==> config.mk <==
export PLATFORM = sky130hd
export DESIGN_NAME = tbus_clk_gen
export DESIGN_NICKNAME = d
export VERILOG_FILES = /design/src/rtl/tbus_pkg.sv /design/src/rtl/tbus_frame_timer.sv /design/src/rtl/tbus_cfg_reg.sv /design/src/rtl/tbus_clk_shaper.sv /design/src/rtl/tbus_clk_gen.sv
export SDC_FILE = /design/constraint.sdc
export NUM_CORES = 1
export LEC_CHECK = 0
export CAP_MARGIN = 10
export CORE_MARGIN = 2
export CORE_UTILIZATION = 45
export CTS_CLUSTER_SIZE = 30
export DETAILED_ROUTE_END_ITERATION = 8
export GPL_TIMING_DRIVEN = 0
export PLACE_DENSITY = 0.64
export SLEW_MARGIN = 25
export SYNTH_ARGS = -nofsm -noshare
export SYNTH_HDL_FRONTEND = slang
export SYNTH_SLANG_ARGS = --single-unit
==> constraint.sdc <==
create_clock -name clk_i -period 2.2 [get_ports clk_i]
set_clock_uncertainty 0.2 [all_clocks]
set_input_delay 0.55 -clock clk_i [delete_from_list [all_inputs] [get_ports clk_i]]
set_output_delay 0.55 -clock clk_i [all_outputs]
set_load 0.01 [all_outputs]
==> src/rtl/tbus_pkg.sv <==
package tbus_pkg;
  localparam int CFG_W = 12;
  localparam logic [1:0] CODE_RSVD = 2'b11;

  localparam logic [1:0] FR_STRADDLE = 2'd0;
  localparam logic [1:0] FR_LAST     = 2'd1;
  localparam logic [1:0] FR_FIRST    = 2'd2;

  typedef struct packed {
    logic [1:0] sclk_rate;   // 11:10
    logic       sclkx2_inv;  // 9
    logic       sclk_inv;    // 8
    logic [1:0] fr_width;    // 7:6
    logic [1:0] fr_type;     // 5:4
    logic       fr_pol;      // 3
    logic       oe_comp;     // 2
    logic       oe_b;        // 1
    logic       oe_a;        // 0
  } tbus_cfg_t;
endpackage

==> src/rtl/tbus_frame_timer.sv <==
module tbus_frame_timer #(
  parameter int FRAME_CYC = 4096,
  localparam int CNT_W = $clog2(FRAME_CYC)
) (
  input  logic             clk_i,
  input  logic             rst_ni,
  output logic [CNT_W-1:0] cnt_o,
  output logic             frame_end_o
);
  logic [CNT_W-1:0] cnt_q;

  assign frame_end_o = (cnt_q == CNT_W'(FRAME_CYC - 1));
  assign cnt_o       = cnt_q;

  always_ff @(posedge clk_i or negedge rst_ni) begin
    if (!rst_ni)          cnt_q <= '0;
    else if (frame_end_o) cnt_q <= '0;
    else                  cnt_q <= cnt_q + 1'b1;
  end

  assert_cnt_range_R3: assert property (@(posedge clk_i) disable iff (!rst_ni)
    32'(cnt_q) < FRAME_CYC);
  assert_cnt_wrap_R3: assert property (@(posedge clk_i) disable iff (!rst_ni)
    frame_end_o |=> (cnt_q == '0));
endmodule

==> src/rtl/tbus_cfg_reg.sv <==
module tbus_cfg_reg
  import tbus_pkg::*;
(
  input  logic             clk_i,
  input  logic             rst_ni,
  input  logic             we_i,
  input  logic [CFG_W-1:0] wdata_i,
  input  logic             load_i,
  output tbus_cfg_t        act_o,
  output logic             err_o
);
  tbus_cfg_t shadow_q, act_q, wr_cfg, nxt_cfg;
  logic      err_q, rsvd_hit;

  always_comb begin
    wr_cfg   = tbus_cfg_t'(wdata_i);
    nxt_cfg  = wr_cfg;
    rsvd_hit = 1'b0;
    if (wr_cfg.sclk_rate == CODE_RSVD) begin
      nxt_cfg.sclk_rate = shadow_q.sclk_rate;
      rsvd_hit = 1'b1;
    end
    if (wr_cfg.fr_width == CODE_RSVD) begin
      nxt_cfg.fr_width = shadow_q.fr_width;
      rsvd_hit = 1'b1;
    end
    if (wr_cfg.fr_type == CODE_RSVD) begin
      nxt_cfg.fr_type = shadow_q.fr_type;
      rsvd_hit = 1'b1;
    end
  end

  always_ff @(posedge clk_i or negedge rst_ni) begin
    if (!rst_ni) begin
      shadow_q <= '0;
      act_q    <= '0;
      err_q    <= 1'b0;
    end else begin
      if (we_i) shadow_q <= nxt_cfg;
      if (we_i && rsvd_hit) err_q <= 1'b1;
      // staged settings reach the outputs only at the frame boundary
      if (load_i) act_q <= shadow_q;
    end
  end

  assign act_o = act_q;
  assign err_o = err_q;

  assert_hold_type_R10: assert property (@(posedge clk_i) disable iff (!rst_ni)
    (we_i && wdata_i[5:4] == CODE_RSVD) |=> (shadow_q.fr_type == $past(shadow_q.fr_type)));
  assert_hold_width_R10: assert property (@(posedge clk_i) disable iff (!rst_ni)
    (we_i && wdata_i[7:6] == CODE_RSVD) |=> (shadow_q.fr_width == $past(shadow_q.fr_width)));
  assert_err_set_R10: assert property (@(posedge clk_i) disable iff (!rst_ni)
    (we_i && wdata_i[11:10] == CODE_RSVD) |=> err_q);
  assert_err_sticky_R10: assert property (@(posedge clk_i) disable iff (!rst_ni)
    err_q |=> err_q);
  assert_apply_at_boundary_R12: assert property (@(posedge clk_i) disable iff (!rst_ni)
    !load_i |=> $stable(act_q));
endmodule

==> src/rtl/tbus_clk_shaper.sv <==
module tbus_clk_shaper
  import tbus_pkg::*;
#(
  parameter int FRAME_CYC = 4096,
  localparam int CNT_W = $clog2(FRAME_CYC),
  localparam int N_PAIR = 2
) (
  input  logic              clk_i,
  input  logic              rst_ni,
  input  logic [CNT_W-1:0]  cnt_i,
  input  tbus_cfg_t         cfg_i,
  output logic [N_PAIR-1:0] pair_clk_o,
  output logic [N_PAIR-1:0] pair_frm_o,
  output logic [N_PAIR-1:0] pair_oe_o,
  output logic              sclk_o,
  output logic              sclkx2_o,
  output logic              fr_comp_o,
  output logic              oe_comp_o
);
  logic [1:0]  sclk_bit, x2_bit;
  logic [2:0]  wid_log;
  logic [31:0] pos_w, per_w, half_w;
  logic        c8_nxt, frm_nxt, sclk_nxt, x2_nxt, fr_act, fr_nxt;

  always_comb begin
    pos_w    = 32'(cnt_i);
    c8_nxt   = ~cnt_i[1];
    frm_nxt  = ~((pos_w >= 32'(FRAME_CYC - 2)) || (pos_w < 32'd2));
    // rate code 0/1/2 -> half-period 8/4/2 cycles -> counter bit 3/2/1
    sclk_bit = 2'd3 - cfg_i.sclk_rate;
    x2_bit   = sclk_bit - 2'd1;
    sclk_nxt = ~cnt_i[sclk_bit] ^ cfg_i.sclk_inv;
    x2_nxt   = ~cnt_i[x2_bit] ^ cfg_i.sclkx2_inv;
    wid_log  = 3'd4 - {1'b0, cfg_i.fr_width};
    per_w    = 32'd1 << wid_log;
    half_w   = per_w >> 1;
    case (cfg_i.fr_type)
      FR_STRADDLE: fr_act = (pos_w >= 32'(FRAME_CYC) - half_w) || (pos_w < half_w);
      FR_LAST:     fr_act = (pos_w >= 32'(FRAME_CYC) - per_w);
      FR_FIRST:    fr_act = (pos_w < per_w);
      default:     fr_act = 1'b0;
    endcase
    fr_nxt = fr_act ? cfg_i.fr_pol : ~cfg_i.fr_pol;
  end

  for (genvar g = 0; g < N_PAIR; g++) begin : g_pair
    logic clk_q, frm_q, oe_q, oe_sel;
    assign oe_sel = (g == 0) ? cfg_i.oe_a : cfg_i.oe_b;
    always_ff @(posedge clk_i or negedge rst_ni) begin
      if (!rst_ni) begin
        clk_q <= 1'b0;
        frm_q <= 1'b1;
        oe_q  <= 1'b0;
      end else begin
        clk_q <= c8_nxt;
        frm_q <= frm_nxt;
        oe_q  <= oe_sel;
      end
    end
    assign pair_clk_o[g] = clk_q;
    assign pair_frm_o[g] = frm_q;
    assign pair_oe_o[g]  = oe_q;
  end

  always_ff @(posedge clk_i or negedge rst_ni) begin
    if (!rst_ni) begin
      sclk_o    <= 1'b0;
      sclkx2_o  <= 1'b0;
      fr_comp_o <= 1'b1;
      oe_comp_o <= 1'b0;
    end else begin
      sclk_o    <= sclk_nxt;
      sclkx2_o  <= x2_nxt;
      fr_comp_o <= fr_nxt;
      oe_comp_o <= cfg_i.oe_comp;
    end
  end

  assert_c8_start_high_R3: assert property (@(posedge clk_i) disable iff (!rst_ni)
    (cnt_i == '0) |=> pair_clk_o[0]);
  assert_frame_low_at_start_R3: assert property (@(posedge clk_i) disable iff (!rst_ni)
    (cnt_i == '0) |=> !pair_frm_o[1]);
  assert_sclk_aligned_R6: assert property (@(posedge clk_i) disable iff (!rst_ni)
    (cnt_i == '0) |=> (sclk_o != $past(cfg_i.sclk_inv)));
  assert_x2_aligned_R5: assert property (@(posedge clk_i) disable iff (!rst_ni)
    (cnt_i == '0) |=> (sclkx2_o != $past(cfg_i.sclkx2_inv)));
  assert_fr_idle_midframe_R7: assert property (@(posedge clk_i) disable iff (!rst_ni)
    (cnt_i == CNT_W'(FRAME_CYC / 2)) |=> (fr_comp_o != $past(cfg_i.fr_pol)));
endmodule

==> src/rtl/tbus_clk_gen.sv <==
module tbus_clk_gen
  import tbus_pkg::*;
#(
  parameter int FRAME_CYC = 4096
) (
  input  logic             clk_i,
  input  logic             rst_ni,
  input  logic             cfg_we_i,
  input  logic [CFG_W-1:0] cfg_wdata_i,
  output logic             cfg_err_o,
  output logic             c8_a_o,
  output logic             frame_a_o,
  output logic             oe_a_o,
  output logic             c8_b_o,
  output logic             frame_b_o,
  output logic             oe_b_o,
  output logic             sclk_o,
  output logic             sclkx2_o,
  output logic             fr_comp_o,
  output logic             oe_comp_o
);
  localparam int CNT_W = $clog2(FRAME_CYC);

  logic [CNT_W-1:0] cnt;
  logic             frame_end;
  tbus_cfg_t        act_cfg;
  logic [1:0]       pair_clk, pair_frm, pair_oe;

  tbus_frame_timer #(.FRAME_CYC(FRAME_CYC)) i_timer (
    .clk_i       (clk_i),
    .rst_ni      (rst_ni),
    .cnt_o       (cnt),
    .frame_end_o (frame_end)
  );

  tbus_cfg_reg i_cfg (
    .clk_i   (clk_i),
    .rst_ni  (rst_ni),
    .we_i    (cfg_we_i),
    .wdata_i (cfg_wdata_i),
    .load_i  (frame_end),
    .act_o   (act_cfg),
    .err_o   (cfg_err_o)
  );

  tbus_clk_shaper #(.FRAME_CYC(FRAME_CYC)) i_shaper (
    .clk_i      (clk_i),
    .rst_ni     (rst_ni),
    .cnt_i      (cnt),
    .cfg_i      (act_cfg),
    .pair_clk_o (pair_clk),
    .pair_frm_o (pair_frm),
    .pair_oe_o  (pair_oe),
    .sclk_o     (sclk_o),
    .sclkx2_o   (sclkx2_o),
    .fr_comp_o  (fr_comp_o),
    .oe_comp_o  (oe_comp_o)
  );

  assign c8_a_o    = pair_clk[0];
  assign frame_a_o = pair_frm[0];
  assign oe_a_o    = pair_oe[0];
  assign c8_b_o    = pair_clk[1];
  assign frame_b_o = pair_frm[1];
  assign oe_b_o    = pair_oe[1];
endmodule

==> reports/qor.tcl <==
set qor(status) {finished, final reports clean}
set qor(postSynthCellCount) 231
set qor(cp_data_required_time_ns) 1.45
set qor(hold_class) {register to register}
set qor(critical_path.slowest_cell) {sky130_fd_sc_hd__dfstp_2}
set qor(power.ir.vdd_worst_v) 0.000448
set qor(synth_compound_gate_area_share_pct) 10.1
set qor(first_pass_iters) 5
set qor(worst_slack_ns) 0.106
set qor(main_flop_type_after_synthesis) {sky130_fd_sc_hd__dfrtp_1}
set qor(grt_setup_unrepaired) {yes}
set qor(cts-root-to-sink-buffers) 2
set qor(yosys-mux-area-fraction_pct) 8.95
set qor(number_of_hold_slack_violations_in_the_final_timing_report) 0
set qor(met3_wire_length_um) 153
set qor(ant_nets) 0
set qor(die_area_um2) 6210
set qor(detail_route.wirelength_mm) 4.78
set qor(regToRegEndpoint) {i_shaper.fr_comp_o}
set qor(largest_fanout_of_any_net_on_the_critical_path) 2
set qor(synth_area_per_cell_um2) 10.9
set qor(clock-sinks) 45
set qor(synthMostInstantiatedCell) {sky130_fd_sc_hd__dfrtp_1}
set qor(power_switching_share_pct) 21.1
set qor(tritoncts.num_buffers) 5
set qor(hold-path-cell-count) 0
set qor(grt_overflow_total) 0
set qor(pre_cts_slack_ns) -0.207
set qor(pwr-share-clk_pct) 40.0
set qor(cp-startpoint) {i_shaper.g_pair[0].frm_q}
set qor(arrival_ns) 1.34
set qor(period_minus_slack_ns) 2.09
set qor(yosys_register_bits) 45
set qor(vias_per_cell) 5.15
set qor(grt_util_all_layers_pct) 17.3
set qor(finalSetupViolCount) 0
set qor(dp_hpwl_mm) 3.48
set qor(worst_setup_hold_path_clk_slew_ns) 0.08
set qor(synth.cells.most_frequent) {sky130_fd_sc_hd__dfrtp_1 (43), sky130_fd_sc_hd__ha_1 (29), sky130_fd_sc_hd__nor2_1 (28)}
set qor(clock_tree_from_tritoncts) {yes}
set qor(yosys_warnings) 0
set qor(internal_power_mw) 1.28
set qor(ctsHtreeMaxLevel) 2
set qor(routed_wire_length_per_instance_um) 13.5
set qor(postSynth.asyncResetShare_pct) 100
set qor(initial_utilization_pct) 46.3
set qor(power.density_nw_per_um2) 519
set qor(clock.fmax_mhz) 478
set qor(core_area_um2) 5440
set qor(detail_route.wirelength.met1_mm) 2.28
set qor(detailed_router_s_first_iteration_violation_count) 63
set qor(synth.yosys.seq_area_share_pct) 44.9
set qor(finalNetCount) 326
set qor(multiInputGateArea_um2) 1380
set qor(mappedNetlistArea_um2) 2520
set qor(routed-via-count) 1828
set qor(placementRows) 27
set qor(die_x_extent_um) 78.8
set qor(worstHoldEndpoint) {i_shaper.g_pair[1].oe_q}
set qor(timing.critical_path.buf_inv) 1
set qor(clock-root-buffer) {sky130_fd_sc_hd__clkbuf_8}
set qor(finalMaxSlewViolations) 0
set qor(timing.critical_path.to_type) {output pin}
set qor(global_placement_routability_congestion) 0.784
set qor(clock_latency_ns) 0.29
set qor(holdCritStartpoint) {i_cfg.act_o[1]}
set qor(fin_crit_sh_pct) 95.2
set qor(drive_gt1_share_pct) 15.2
set qor(synth_top_family_by_area) {simple AND/OR/NAND/NOR gates}
set qor(synth_largest_type_area_fraction_pct) 42.8
set qor(synthAdderAreaFrac_pct) 14.4
set qor(num_antenna_cells) 0
set qor(num-fill-cells) 467
set qor(pin_count) 26
set qor(pwr-share-comb_pct) 6.6
set qor(category_of_cells_accounting_for_the_largest_share_of_critical_path_delay) {flip-flops}
set qor(synth_simple_gate_area_share_pct) 14.4
set qor(dr_wl_met2_mm) 2.32
set qor(grt_pass1_wl_mm) 8.38
set qor(antenna_found_initial) 0
set qor(first_global_vias) 1778
set qor(reg2reg_from) {i_cfg.act_o[6]}
set qor(p_leak_nw) 1.45
set qor(synth_xor_area_share_pct) 3.48
set qor(max_cap_violations) 0
set qor(max_stage_delay_ns) 0.53
set qor(grt_max_degree) 29
set qor(synth_edf_count) 0
set qor(port-buffer-count) 24
set qor(fp.dieH_um) 78.8
set qor(setup.reg_to_reg.worst_slack_ns) 0.11
set qor(start_kind) {register}
set qor(crit_path_cell_trace) {clkdlybuf4s50_1}
set qor(area_taken_by_flip_flops_and_latches_um2) 1140
set qor(detail_route.drc_violations) 0
set qor(p_switching_mw) 0.340
set qor(final_core_util_pct) 57.3
set qor(yosysTopAreaCell) {sky130_fd_sc_hd__dfrtp_1}
set qor(highest-signal-layer) {met4}
set qor(syn_to_final_growth_pct) 23.8
set qor(reg2reg_depth) 8
set qor(crit_type) {register to output pin}
set qor(synthTopCellsByArea) {sky130_fd_sc_hd__dfrtp_1 (43%), sky130_fd_sc_hd__ha_1 (14%), sky130_fd_sc_hd__mux2_1 (4.5%), sky130_fd_sc_hd__nor2_1 (4.2%), sky130_fd_sc_hd__mux2_2 (2.7%)}
set qor(netlist-cell-type-count) 43
set qor(seqPwrFrac_pct) 53.5
-- final cells by class --
type                            instances  share of cell area (%)
Buffer                                  6                    1.45
Timing Repair Buffer                   31                    9.80
Multi-Input combinational cell        183                    44.3
Clock inverter                          2                    1.21
Tap cell                               72                    2.89
Inverter                               10                    1.21
Clock buffer                            6                    2.65
Sequential cell                        45                    36.5
-- layout by cell type (no fill, tap or decap), types with 3 or more instances in the layout --
| cell type | n |
|---|---|
| sky130_fd_sc_hd__a21o_1 | 3 |
| sky130_fd_sc_hd__a21oi_1 | 9 |
| sky130_fd_sc_hd__and3_1 | 4 |
| sky130_fd_sc_hd__buf_4 | 9 |
| sky130_fd_sc_hd__clkbuf_8 | 6 |
| sky130_fd_sc_hd__clkdlybuf4s50_1 | 22 |
| sky130_fd_sc_hd__conb_1 | 16 |
| sky130_fd_sc_hd__dfrtp_1 | 37 |
| sky130_fd_sc_hd__dfrtp_2 | 6 |
| sky130_fd_sc_hd__ha_1 | 27 |
| sky130_fd_sc_hd__inv_1 | 10 |
| sky130_fd_sc_hd__mux2_1 | 10 |
| sky130_fd_sc_hd__mux2_2 | 6 |
| sky130_fd_sc_hd__nand2_1 | 9 |
| sky130_fd_sc_hd__nand2b_1 | 3 |
| sky130_fd_sc_hd__nand3_1 | 13 |
| sky130_fd_sc_hd__nand4_1 | 5 |
| sky130_fd_sc_hd__nor2_1 | 27 |
| sky130_fd_sc_hd__o211ai_1 | 4 |
| sky130_fd_sc_hd__o21ai_0 | 4 |
| sky130_fd_sc_hd__xnor2_1 | 6 |
| sky130_fd_sc_hd__xor2_1 | 4 |
-- power by group through the flow --
stage / combinational (mW) / clock (mW) / sequential (mW)
floorplan: 0.0516 / 0 / 0.878
global route: 0.124 / 0.690 / 0.868
finish: 0.106 / 0.646 / 0.865
detailed placement: 0.107 / 0 / 0.882
CTS: 0.108 / 0.661 / 0.865
global placement: 0.101 / 0 / 0.880
-- routing by layer --
metal / vias to the layer above / track usage [%]
met5: - / 0
met4: 0 / 3.68
met3: 2 / 3.52
met2: 24 / 28.5
li1: 917 / -
met1: 885 / 23.6
-- kinds of logic (layout without fill, tap and decap cells) --
family,count (synthesis),in the layout
AO/OA/AOI/OAI,37,37
XOR/XNOR,10,10
adder cells (fa/ha/maj),29,29
buffers and inverters,17,55
flip-flops,45,45
multiplexers,18,18
other,2,16
AND/OR/NAND/NOR,73,73
-- stage by stage --
step / hold WS (ns) / instance area [um^2] / total power, mW / TNS, ns / std cells
floorplan: 0.0544 / 2570 / 0.929 / 0 / 245
global placement: 0.156 / 2900 / 0.981 / -38.02 / 341
detailed placement: 0.157 / 2910 / 0.988 / -2.06 / 342
CTS: 0.176 / 3070 / 1.63 / 0 / 352
global route: 0.194 / 3110 / 1.68 / -0.00712 / 355
finish: 0.172 / 3110 / 1.62 / 0 / 355
-- registers in the layout, indices dropped and copies added, names as in the netlist, 2 cells and up --
signal and flops:
i_shaper.g_pair.oe_q 2, i_cfg.shadow_q 12, i_timer.cnt_o 12, i_cfg.act_o 12
-- repair_timing --
| action | in CTS | in global routing |
|---|---|---|
| hold buffers | 1 | 0 |
| pin swaps | 1 | 1 |
| cloned | 1 | 0 |
| setup endpoints to repair | 11 | 13 |
| setup buffers | 1 | 3 |
| gates resized for setup | 6 | 8 |
| endpoints found under the hold margin | 3 | 0 |
-- worst max path at each step --
stage | end | slack (ns) | depth (start not counted)
finish | frame_a_o | 0.11 | 1
CTS | frame_b_o | 0.01 | 2
detailed placement | i_cfg.act_o[9] | -0.21 | 5
floorplan | i_cfg.act_o[0] | 0.12 | 5
global route | i_shaper.fr_comp_o | -0.007 | 8
global placement | i_cfg.act_o[7] | -0.82 | 1
No activity file was read; power rests on OpenSTA's default activity.
